===== src/rtl/twi_slave_pkg.sv =====
package twi_slave_pkg;
   localparam int BYTE_W = 8;
   localparam int WORD_W = 2 * BYTE_W;
   localparam logic [BYTE_W-1:0] ID_UPPER = 8'hA0;

   typedef enum logic [2:0] {
      PH_IDLE, PH_DEV, PH_AHI, PH_ALO, PH_WHI, PH_WLO, PH_RHI, PH_RLO
   } phase_t;
endpackage


===== src/rtl/twi_line_filter.sv =====
module twi_line_filter #(
   parameter int SYNC_STAGES = 2,
   parameter int FILT_LEN    = 3
) (
   input  logic clk,
   input  logic rst_n,
   input  logic line_i,
   output logic line_o
);
   logic [SYNC_STAGES-1:0] sync_q;
   logic                   synced;

   always_ff @(posedge clk or negedge rst_n) begin
      if (!rst_n) sync_q <= '1;
      else        sync_q <= {sync_q[SYNC_STAGES-2:0], line_i};
   end
   assign synced = sync_q[SYNC_STAGES-1];

   generate
      if (FILT_LEN == 1) begin : g_direct
         always_ff @(posedge clk or negedge rst_n) begin
            if (!rst_n) line_o <= 1'b1;
            else        line_o <= synced;
         end
      end else begin : g_count
         localparam int CW = $clog2(FILT_LEN);
         localparam logic [CW-1:0] LIMIT = CW'(FILT_LEN - 1);
         logic [CW-1:0] cnt;
         always_ff @(posedge clk or negedge rst_n) begin
            if (!rst_n) begin
               cnt    <= '0;
               line_o <= 1'b1;
            end else if (synced == line_o) begin
               cnt <= '0;
            end else if (cnt == LIMIT) begin
               cnt    <= '0;
               line_o <= synced;
            end else begin
               cnt <= cnt + 1'b1;
            end
         end
      end
   endgenerate
endmodule


===== src/rtl/twi_slave_fsm.sv =====
module twi_slave_fsm
   import twi_slave_pkg::*;
#(
   parameter logic [5:0] DEV_ADDR_HI = 6'h15
) (
   input  logic              clk,
   input  logic              rst_n,
   input  logic              scl,
   input  logic              sda,
   input  logic              addr_sel_i,
   input  logic [WORD_W-1:0] fetch_data_i,
   output logic              sda_oe_o,
   output logic [WORD_W-1:0] ptr_o,
   output logic [WORD_W-1:0] wdata_o,
   output logic              wr_evt_o,
   output logic              rd_evt_o
);
   phase_t            phase;
   logic [3:0]        bitcnt;
   logic [BYTE_W-1:0] shreg, wd_hi, txbyte;
   logic [WORD_W-1:0] word;
   logic              scl_q, sda_q, rw_q, mack_q, tx;
   logic              scl_rise, scl_fall, start_c, stop_c;

   always_ff @(posedge clk or negedge rst_n) begin
      if (!rst_n) begin
         scl_q <= 1'b1;
         sda_q <= 1'b1;
      end else begin
         scl_q <= scl;
         sda_q <= sda;
      end
   end

   assign scl_rise = scl & ~scl_q;
   assign scl_fall = ~scl & scl_q;
   assign start_c  = scl & scl_q & sda_q & ~sda;
   assign stop_c   = scl & scl_q & ~sda_q & sda;
   assign tx       = (phase == PH_RHI) || (phase == PH_RLO);
   assign txbyte   = (phase == PH_RHI) ? word[WORD_W-1:BYTE_W] : word[BYTE_W-1:0];

   always_ff @(posedge clk or negedge rst_n) begin
      if (!rst_n) begin
         phase    <= PH_IDLE;
         bitcnt   <= '0;
         shreg    <= '0;
         wd_hi    <= '0;
         word     <= '0;
         rw_q     <= 1'b0;
         mack_q   <= 1'b0;
         sda_oe_o <= 1'b0;
         ptr_o    <= '0;
         wdata_o  <= '0;
         wr_evt_o <= 1'b0;
         rd_evt_o <= 1'b0;
      end else begin
         wr_evt_o <= 1'b0;
         rd_evt_o <= 1'b0;
         if (wr_evt_o) ptr_o <= ptr_o + 1'b1;
         if (rd_evt_o) begin
            word     <= fetch_data_i;
            ptr_o    <= ptr_o + 1'b1;
            sda_oe_o <= ~fetch_data_i[WORD_W-1];
         end
         if (start_c) begin
            phase    <= PH_DEV;
            bitcnt   <= '0;
            sda_oe_o <= 1'b0;
         end else if (stop_c) begin
            phase    <= PH_IDLE;
            bitcnt   <= '0;
            sda_oe_o <= 1'b0;
         end else if (phase != PH_IDLE) begin
            if (scl_rise && bitcnt < 4'd9) begin
               if (!tx && bitcnt < 4'd8) shreg <= {shreg[BYTE_W-2:0], sda};
               if (tx && bitcnt == 4'd8) mack_q <= ~sda;
               bitcnt <= bitcnt + 1'b1;
            end else if (scl_fall) begin
               case (bitcnt)
                  4'd1, 4'd2, 4'd3, 4'd4, 4'd5, 4'd6, 4'd7: begin
                     if (tx) sda_oe_o <= ~txbyte[3'd7 - bitcnt[2:0]];
                  end
                  4'd8: begin
                     if (tx) sda_oe_o <= 1'b0;
                     else begin
                        case (phase)
                           PH_DEV: begin
                              if (shreg[7:1] == {DEV_ADDR_HI, addr_sel_i}) begin
                                 sda_oe_o <= 1'b1;
                                 rw_q     <= shreg[0];
                              end else begin
                                 phase <= PH_IDLE;
                              end
                           end
                           PH_AHI: begin ptr_o[WORD_W-1:BYTE_W] <= shreg; sda_oe_o <= 1'b1; end
                           PH_ALO: begin ptr_o[BYTE_W-1:0] <= shreg;      sda_oe_o <= 1'b1; end
                           PH_WHI: begin wd_hi <= shreg;                  sda_oe_o <= 1'b1; end
                           PH_WLO: begin wdata_o <= {wd_hi, shreg};       sda_oe_o <= 1'b1; end
                           default: ;
                        endcase
                     end
                  end
                  4'd9: begin
                     bitcnt   <= '0;
                     sda_oe_o <= 1'b0;
                     case (phase)
                        PH_DEV: begin
                           phase    <= rw_q ? PH_RHI : PH_AHI;
                           rd_evt_o <= rw_q;
                        end
                        PH_AHI: phase <= PH_ALO;
                        PH_ALO: phase <= PH_WHI;
                        PH_WHI: phase <= PH_WLO;
                        PH_WLO: begin
                           phase    <= PH_WHI;
                           wr_evt_o <= 1'b1;
                        end
                        PH_RHI: begin
                           if (mack_q) begin
                              phase    <= PH_RLO;
                              sda_oe_o <= ~word[BYTE_W-1];
                           end else phase <= PH_IDLE;
                        end
                        PH_RLO: begin
                           if (mack_q) begin
                              phase    <= PH_RHI;
                              rd_evt_o <= 1'b1;
                           end else phase <= PH_IDLE;
                        end
                        default: ;
                     endcase
                  end
                  default: ;
               endcase
            end
         end
      end
   end
endmodule


===== src/rtl/ctl_twi_slave.sv =====
module ctl_twi_slave
   import twi_slave_pkg::*;
#(
   parameter logic [5:0]        DEV_ADDR_HI = 6'h15,
   parameter logic [WORD_W-1:0] ID_ADDR     = 16'h0000,
   parameter logic [BYTE_W-1:0] ID_REV      = 8'h11,
   parameter int                SYNC_STAGES = 2,
   parameter int                FILT_LEN    = 3
) (
   input  logic        clk,
   input  logic        rst_n,
   input  logic        scl_i,
   input  logic        sda_i,
   input  logic        addr_sel_i,
   output logic        sda_oe_o,
   output logic [15:0] reg_addr_o,
   output logic [15:0] reg_wdata_o,
   output logic        reg_wr_o,
   input  logic [15:0] reg_rdata_i,
   output logic        reg_rd_o
);
   localparam int NLINES = 2;
   localparam logic [WORD_W-1:0] ID_WORD = {ID_UPPER, ID_REV};

   if (SYNC_STAGES < 2) begin : g_bad_sync
      $error("SYNC_STAGES must be at least 2");
   end
   if (FILT_LEN < 1) begin : g_bad_filt
      $error("FILT_LEN must be at least 1");
   end

   logic [NLINES-1:0] raw, clean;
   logic              scl_clean, sda_clean;
   logic              wr_evt, rd_evt, id_hit;
   logic [WORD_W-1:0] fetch_data;

   assign raw = {sda_i, scl_i};

   for (genvar gi = 0; gi < NLINES; gi++) begin : g_line
      twi_line_filter #(.SYNC_STAGES(SYNC_STAGES), .FILT_LEN(FILT_LEN)) u_flt (
         .clk(clk), .rst_n(rst_n), .line_i(raw[gi]), .line_o(clean[gi]));
   end

   assign scl_clean = clean[0];
   assign sda_clean = clean[1];

   twi_slave_fsm #(.DEV_ADDR_HI(DEV_ADDR_HI)) u_fsm (
      .clk(clk), .rst_n(rst_n), .scl(scl_clean), .sda(sda_clean),
      .addr_sel_i(addr_sel_i), .fetch_data_i(fetch_data), .sda_oe_o(sda_oe_o),
      .ptr_o(reg_addr_o), .wdata_o(reg_wdata_o), .wr_evt_o(wr_evt), .rd_evt_o(rd_evt));

   assign id_hit     = (reg_addr_o == ID_ADDR);
   assign fetch_data = id_hit ? ID_WORD : reg_rdata_i;
   assign reg_wr_o   = wr_evt & ~id_hit;
   assign reg_rd_o   = rd_evt & ~id_hit;
endmodule


===== config.mk =====
export PLATFORM = sky130hd
export DESIGN_NAME = ctl_twi_slave
export DESIGN_NICKNAME = d
export VERILOG_FILES = /design/src/rtl/twi_slave_pkg.sv /design/src/rtl/twi_line_filter.sv /design/src/rtl/twi_slave_fsm.sv /design/src/rtl/ctl_twi_slave.sv
export SDC_FILE = /design/constraint.sdc
export NUM_CORES = 1
export LEC_CHECK = 0
export BUFFER_PORTS_ARGS = -buffer_cell sky130_fd_sc_hd__clkbuf_2
export CAP_MARGIN = 25
export CORE_MARGIN = 2
export CORE_UTILIZATION = 30
export DETAILED_ROUTE_END_ITERATION = 16
export HOLD_SLACK_MARGIN = 0.1
export SLEW_MARGIN = 20
export SYNTH_ARGS = -nofsm -noshare
export SYNTH_HDL_FRONTEND = slang
export SYNTH_SLANG_ARGS = --single-unit

===== constraint.sdc =====
create_clock -name clk -period 2.55 [get_ports clk]
set_input_delay 0.1275 -clock clk [delete_from_list [all_inputs] [get_ports clk]]
set_output_delay 0.1275 -clock clk [all_outputs]
set_load 0.02 [all_outputs]

==> results.toml, run 1 <==
[outcome]
status = "complete, no violations"

[setup_path]
worstReg2RegStart = "u_fsm.bitcnt[1]"
cp.required_ps = 2780
crit_arrival_ps = 2560
critPathMaxStageDelay_ps = 550
worstSetupPathType = "register to register"
critPathLaunch = "u_fsm.bitcnt[1]"
worstRegToRegCells = 7
cp_slowest_cell = "dfrtp_1"
worst_setup_path_end_kind = "register"
path_cells = "inv_1 > ha_1 > nand2b_1 > a21oi_2 > nand2_1 > nor3b_4 > mux2_2"
crit_path_start_kind = "register"
path_max_fanout = 9

[global_route]
gr-total-overflow = 0
antenna_found_initial = 0
grt_pass1_vias = 3043
grt_use_total_pct = 13.0
grt_max_degree = 84
grt_pass1_wl_um = 15100

[yosys]
syn_nets = 393
synth_cell_types = 53
syn-instance-count = 366
ys_async_sr_fraction_pct = 100
ys_seq_area_share_pct = 53.1
ys_top_cells_by_area = "dfrtp_1 48%, mux2_2 10%, dfstp_2 5.0%"
synthTopCellsByCount = "80 x dfrtp_1, 37 x mux2_2, 35 x nand2_1, 29 x o21ai_0, 20 x inv_1"
synth-edff-count = 0
synth_top_cell_by_area = "dfrtp_1"
avgSynthCellArea_um2 = 11.4
synth.most_common_cell = "dfrtp_1"
synth_ff_type = "dfrtp_1"
yosysTopAreaCellShare_pct = 48.0
synth-seq-cells = 88
netlist_area_um2 = 4170
yosysWarnings = 0

[pwr]
max-vdd-ir-drop_mv = 0.417
p_per_area_nw_per_um2 = 775
p_leak_nw = 2.40

[detailed_routing]
drt-initial-drc-count = 213
post-route-drc-count = 0
vias = 3009
ant_nets = 0
routed_wl_um = 9000
avgRoutedWirePerCell_um = 14.3
drt_pass1_iterations = 4
viasPerCell = 4.79

[clock_tree]
cts_setup_buffers = 0
cts_htree_levels = 3
cts_tree = "done"
clock_sinks = 88
post_cts_resized = 0
cts_made_buffers = 9
clock_path_buffers = 2
clk_pin_slew_ps = 70
root_buffer = "clkbuf_16"
clk_latency_ps = 350

[cells_and_area]
nets = 470
diodes = 0
stdcell_area_um2 = 5160
stdcell_count = 628
final_util_pct = 37.6
layout-drive-gt1-share_pct = 30.4
area_growth_pct = 23.8

[placed_design]
placedCellCount = 593
placed_area_um2 = 4640
dp_hpwl_um = 6110
place.gp.congestion = 0.842
io_buffers = 55

[timing]
worstMarginPinSlew_ps = 778
period_minus_slack_ps = 2320
hold_viol_final = 0
fin_setup_tns_ps = 0
slew_viol_final = 0
rsz0062_at_grt = "no"
finalCritPeriodShare_pct = 91.0
relSlewSlack_pct = 48.1
max_freq_mhz = 431
setup_viol = 0
finClkSkew_ps = 7.32

[floorplanning]
pin_count = 56
die_h_um = 122
die_w_um = 122
initial_core_util_pct = 30.4
core.rowCount = 43
dieArea_um2 = 14900
design.core.area_um2 = 13700

[min_path]
min_path_type = "input port to asynchronous set/reset pin"

[run]
cap_violations = 0
path summary, 6_finish.rpt:
check | endpoint | slack (ps)
max in group asynchronous | g_line[1].u_flt.sync_q[1] | 1470
setup reg to reg | u_fsm.shreg[7] | 230
hold reg to reg | g_line[0].u_flt.sync_q[1] | 360
min in group clk | g_line[0].u_flt.sync_q[1] | 360
hold / removal | u_fsm.wdata_o[13] | 360
setup / recovery | u_fsm.shreg[7] | 230
placed cells by master, fill, tap and decap left out, types with 7 or more instances in the layout:
master	Yosys	routed
dfrtp_1	80	80
clkbuf_16	0	9
mux2_2	37	37
nand2_1	35	35
nor2_1	19	19
inv_1	20	20
o21ai_0	29	29
xnor2_1	10	10
a21oi_1	12	12
clkbuf_2	0	54
nand3_1	10	10
dfstp_2	8	8
dlygate4sd3_1	0	19
buf_4	1	7
xor2_1	9	9
what timing repair did:
action	4_1_cts	5_1_grt
hold buffers	19	0
endpoints found under the setup margin	0	0
endpoints found under the hold margin	98	0
cell families after synthesis:
kind of cell	after synthesis	synth area share, %
adders and majority gates	6	1.80
buffers and inverters	35	3.75
muxes	46	13.4
AOI/OAI and AO/OA	64	9.25
and+or+nand+nor	108	14.8
DFF	88	53.1
xor gates and xnor gates	19	3.99
area by class of cell:
type	instances	area [um^2]
repair buffers	81	524
clock inverters	7	100
multi-input cells	243	1800
fillers	1327	8560
clock buffers	9	225
flip-flops and latches	88	2210
well taps	180	225
inverters	20	75.1
metrics by stage:
step	power (mW)	hold WS (ps)	worst slack, ps
global placement	2.54	220	343
detailed placement	2.56	222	266
finish	4.00	356	229
CTS	4.04	356	229
global route	4.22	363	49.8
floorplan	2.32	-168	556
power by group:
part / switching, mW / internal (mW)
Combinational: 0.336 / 0.344
Sequential: 0.309 / 1.57
Clock: 0.570 / 0.868
critical path: cells and delay by family (launching register included):
kind / cells / cell delay (ps)
flops: 1 / 550
buf+inv: 1 / 170
compound gates: 1 / 240
fa+ha+maj: 1 / 180
mux: 1 / 390
simple gates: 3 / 660
layer usage:
| metal | GRT usage [%] | vias to the layer above | share of wire, % | wire length, um |
|---|---|---|---|---|
| li1 | - | 1449 | - | - |
| met1 | 17.5 | 1477 | 47 | 4270 |
| met2 | 19.3 | 71 | 45 | 4030 |
| met3 | 5.38 | 12 | 6.1 | 550 |
| met4 | 3.74 | 0 | 1.6 | 140 |
| met5 | 0 | - | 0 | 0 |
registers in the layout (all words and copies together), names as in the netlist:
register / count
u_fsm.ptr_o: 16
u_fsm.wdata_o: 16
u_fsm.word: 16
u_fsm.shreg: 8
u_fsm.wd_hi: 8
g_line.u_flt.g_count.cnt: 4
g_line.u_flt.sync_q: 4
u_fsm.bitcnt: 4
u_fsm.phase: 3
g_line.u_flt.line_o: 2
u_fsm.mack_q: 1
u_fsm.rd_evt_o: 1
u_fsm.rw_q: 1
u_fsm.scl_q: 1
u_fsm.sda_oe_o: 1
u_fsm.sda_q: 1
u_fsm.wr_evt_o: 1
No activity file was read; power rests on OpenSTA's default activity.
==> run 2: changes to the inputs <==
- CORE_ASPECT_RATIO: not set -> 2
==> run 2 against run 1 <==
Against the previous run: first-iteration DRC count shrank 11%; power shrank 4.9%; clock skew grew 1.2 ps; via count shrank 2.9%; hold slack lost 5.6 ps; largest cell class unchanged.
==> results.toml, run 2 (synthesized netlist as in run 1, its figures left out) <==
[clock_tree]
clock_path_buffers = 2
cts_made_buffers = 9
clk_pin_slew_ps = 60
post_cts_resized = 0
cts_tree = "done"
clock_sinks = 88
postCtsHoldBufs = 19
clk_latency_ps = 350
cts_htree_levels = 3
root_buffer = "clkbuf_16"
cts_setup_buffers = 0

[placed_design]
place.gp.congestion = 0.839
placedCellCount = 570
dp_hpwl_um = 5920
io_buffers = 55

[cells_and_area]
area_growth_pct = 22.4
nets = 470
final_common_cell = "dfrtp_1"
final_util_pct = 37.1
stdcell_count = 605
fillers = 1351
top_regs = "u_fsm.ptr_o: 16 flops, u_fsm.wdata_o: 16 flops, u_fsm.word: 16 flops"
diodes = 0
layout_common_cells = "80 x dfrtp_1, 54 x clkbuf_2, 37 x mux2_2"
layout-drive-gt1-share_pct = 30.1

[setup_path]
cp.required_ps = 2780
worstSetupPathType = "register to register"
path_cells = "inv_1 > ha_1 > nand2b_1 > a21oi_2 > nand2_1 > nor3b_4 > mux2_2"
crit_arrival_ps = 2460
crit_path_start_kind = "register"
worst_setup_path_end_kind = "register"
critPathMaxStageDelay_ps = 450
cp_slowest_cell = "dfrtp_1"
path_max_fanout = 8

[floorplanning]
dieArea_um2 = 14900
initial_core_util_pct = 30.3
pin_count = 56
design.core.area_um2 = 13700
die_w_um = 87.3
die_h_um = 171
core.rowCount = 61

[timing]
setup_viol = 0
relSlewSlack_pct = 57.5
slew_viol_final = 0
rsz0062_at_grt = "no"
finalCritPeriodShare_pct = 87.6
whs_ps = 351
fin_setup_tns_ps = 0
period_minus_slack_ps = 2230
max_freq_mhz = 448
hold_viol_final = 0
worstMarginPinSlew_ps = 638
finClkSkew_ps = 8.56

[outcome]
status = "complete, no violations"

[detailed_routing]
ant_nets = 0
post-route-drc-count = 0
drt-initial-drc-count = 190
vias = 2921
avgRoutedWirePerCell_um = 14.3
routed_wl_um = 8650
viasPerCell = 4.83
drt_pass1_iterations = 4

[global_route]
antenna_found_initial = 0
grt_use_total_pct = 12.5
grt_pass1_vias = 2910
grt_max_degree = 49
grt_pass1_wl_um = 14500
gr-total-overflow = 0

[pwr]
p_leak_nw = 2.38
max-vdd-ir-drop_mv = 0.379
finalPower_mw = 3.81
p_per_area_nw_per_um2 = 746

[min_path]
min_path_type = "input port to asynchronous set/reset pin"

[run]
cap_violations = 0
==> run 2: final timing paths <==
path	to	depth (start not counted)	slack, ps	start
max	u_fsm.shreg[1]	7	320	u_fsm.bitcnt[0]
min	u_fsm.word[1]	2	350	rst_n
max reg2reg	u_fsm.shreg[1]	7	320	u_fsm.bitcnt[0]
min reg2reg	g_line[0].u_flt.sync_q[1]	0	360	g_line[0].u_flt.sync_q[0]
max in group asynchronous	g_line[1].u_flt.sync_q[0]	3	1500	rst_n
min in group clk	g_line[0].u_flt.sync_q[1]	0	360	g_line[0].u_flt.sync_q[0]
==> run 2: final cells by class <==
class                      instances  area (um^2)  share of cell area [%]
sequential                        88         2210                    43.4
multi-input combinational        243         1800                    35.3
timing repair buffer              81          533                    10.4
clock buffer                      11          243                    4.76
tap                              157          196                    3.85
inverter                          20         75.1                    1.47
clock inverter                     5         42.5                   0.834
==> run 2: per-stage QoR <==
stage | setup WS (ps) | instance area (um^2)
2_1_floorplan | 556 | 4170
3_3_place_gp | 350 | 4630
3_5_place_dp | 323 | 4630
4_1_cts | 316 | 5100
5_1_grt | 164 | 5100
6_report | 317 | 5100
==> run 2: power by group <==
group / switching, mW / internal, mW / total (mW) / leakage [nW]
logic: 0.341 / 0.353 / 0.694 / 1.11
clock network: 0.551 / 0.697 / 1.25 / 0.142
registers: 0.288 / 1.57 / 1.86 / 1.12
==> run 2: critical path: cells and delay by family (launching register included) <==
kind / cells / cell delay (ps)
and+or+nand+nor: 3 / 670
DFF: 1 / 450
buffers and inverters: 1 / 190
muxes: 1 / 390
adders and majority gates: 1 / 200
AOI/OAI and AO/OA: 1 / 230
==> run 2: layer usage <==
layer / global-route usage, % / wire length, um / part of all wire (%)
met2: 19.1 / 3970 / 46
met5: 0 / 0 / 0
met3: 2.56 / 379 / 4.4
met4: 4.68 / 104 / 1.2
met1: 17.2 / 4200 / 49
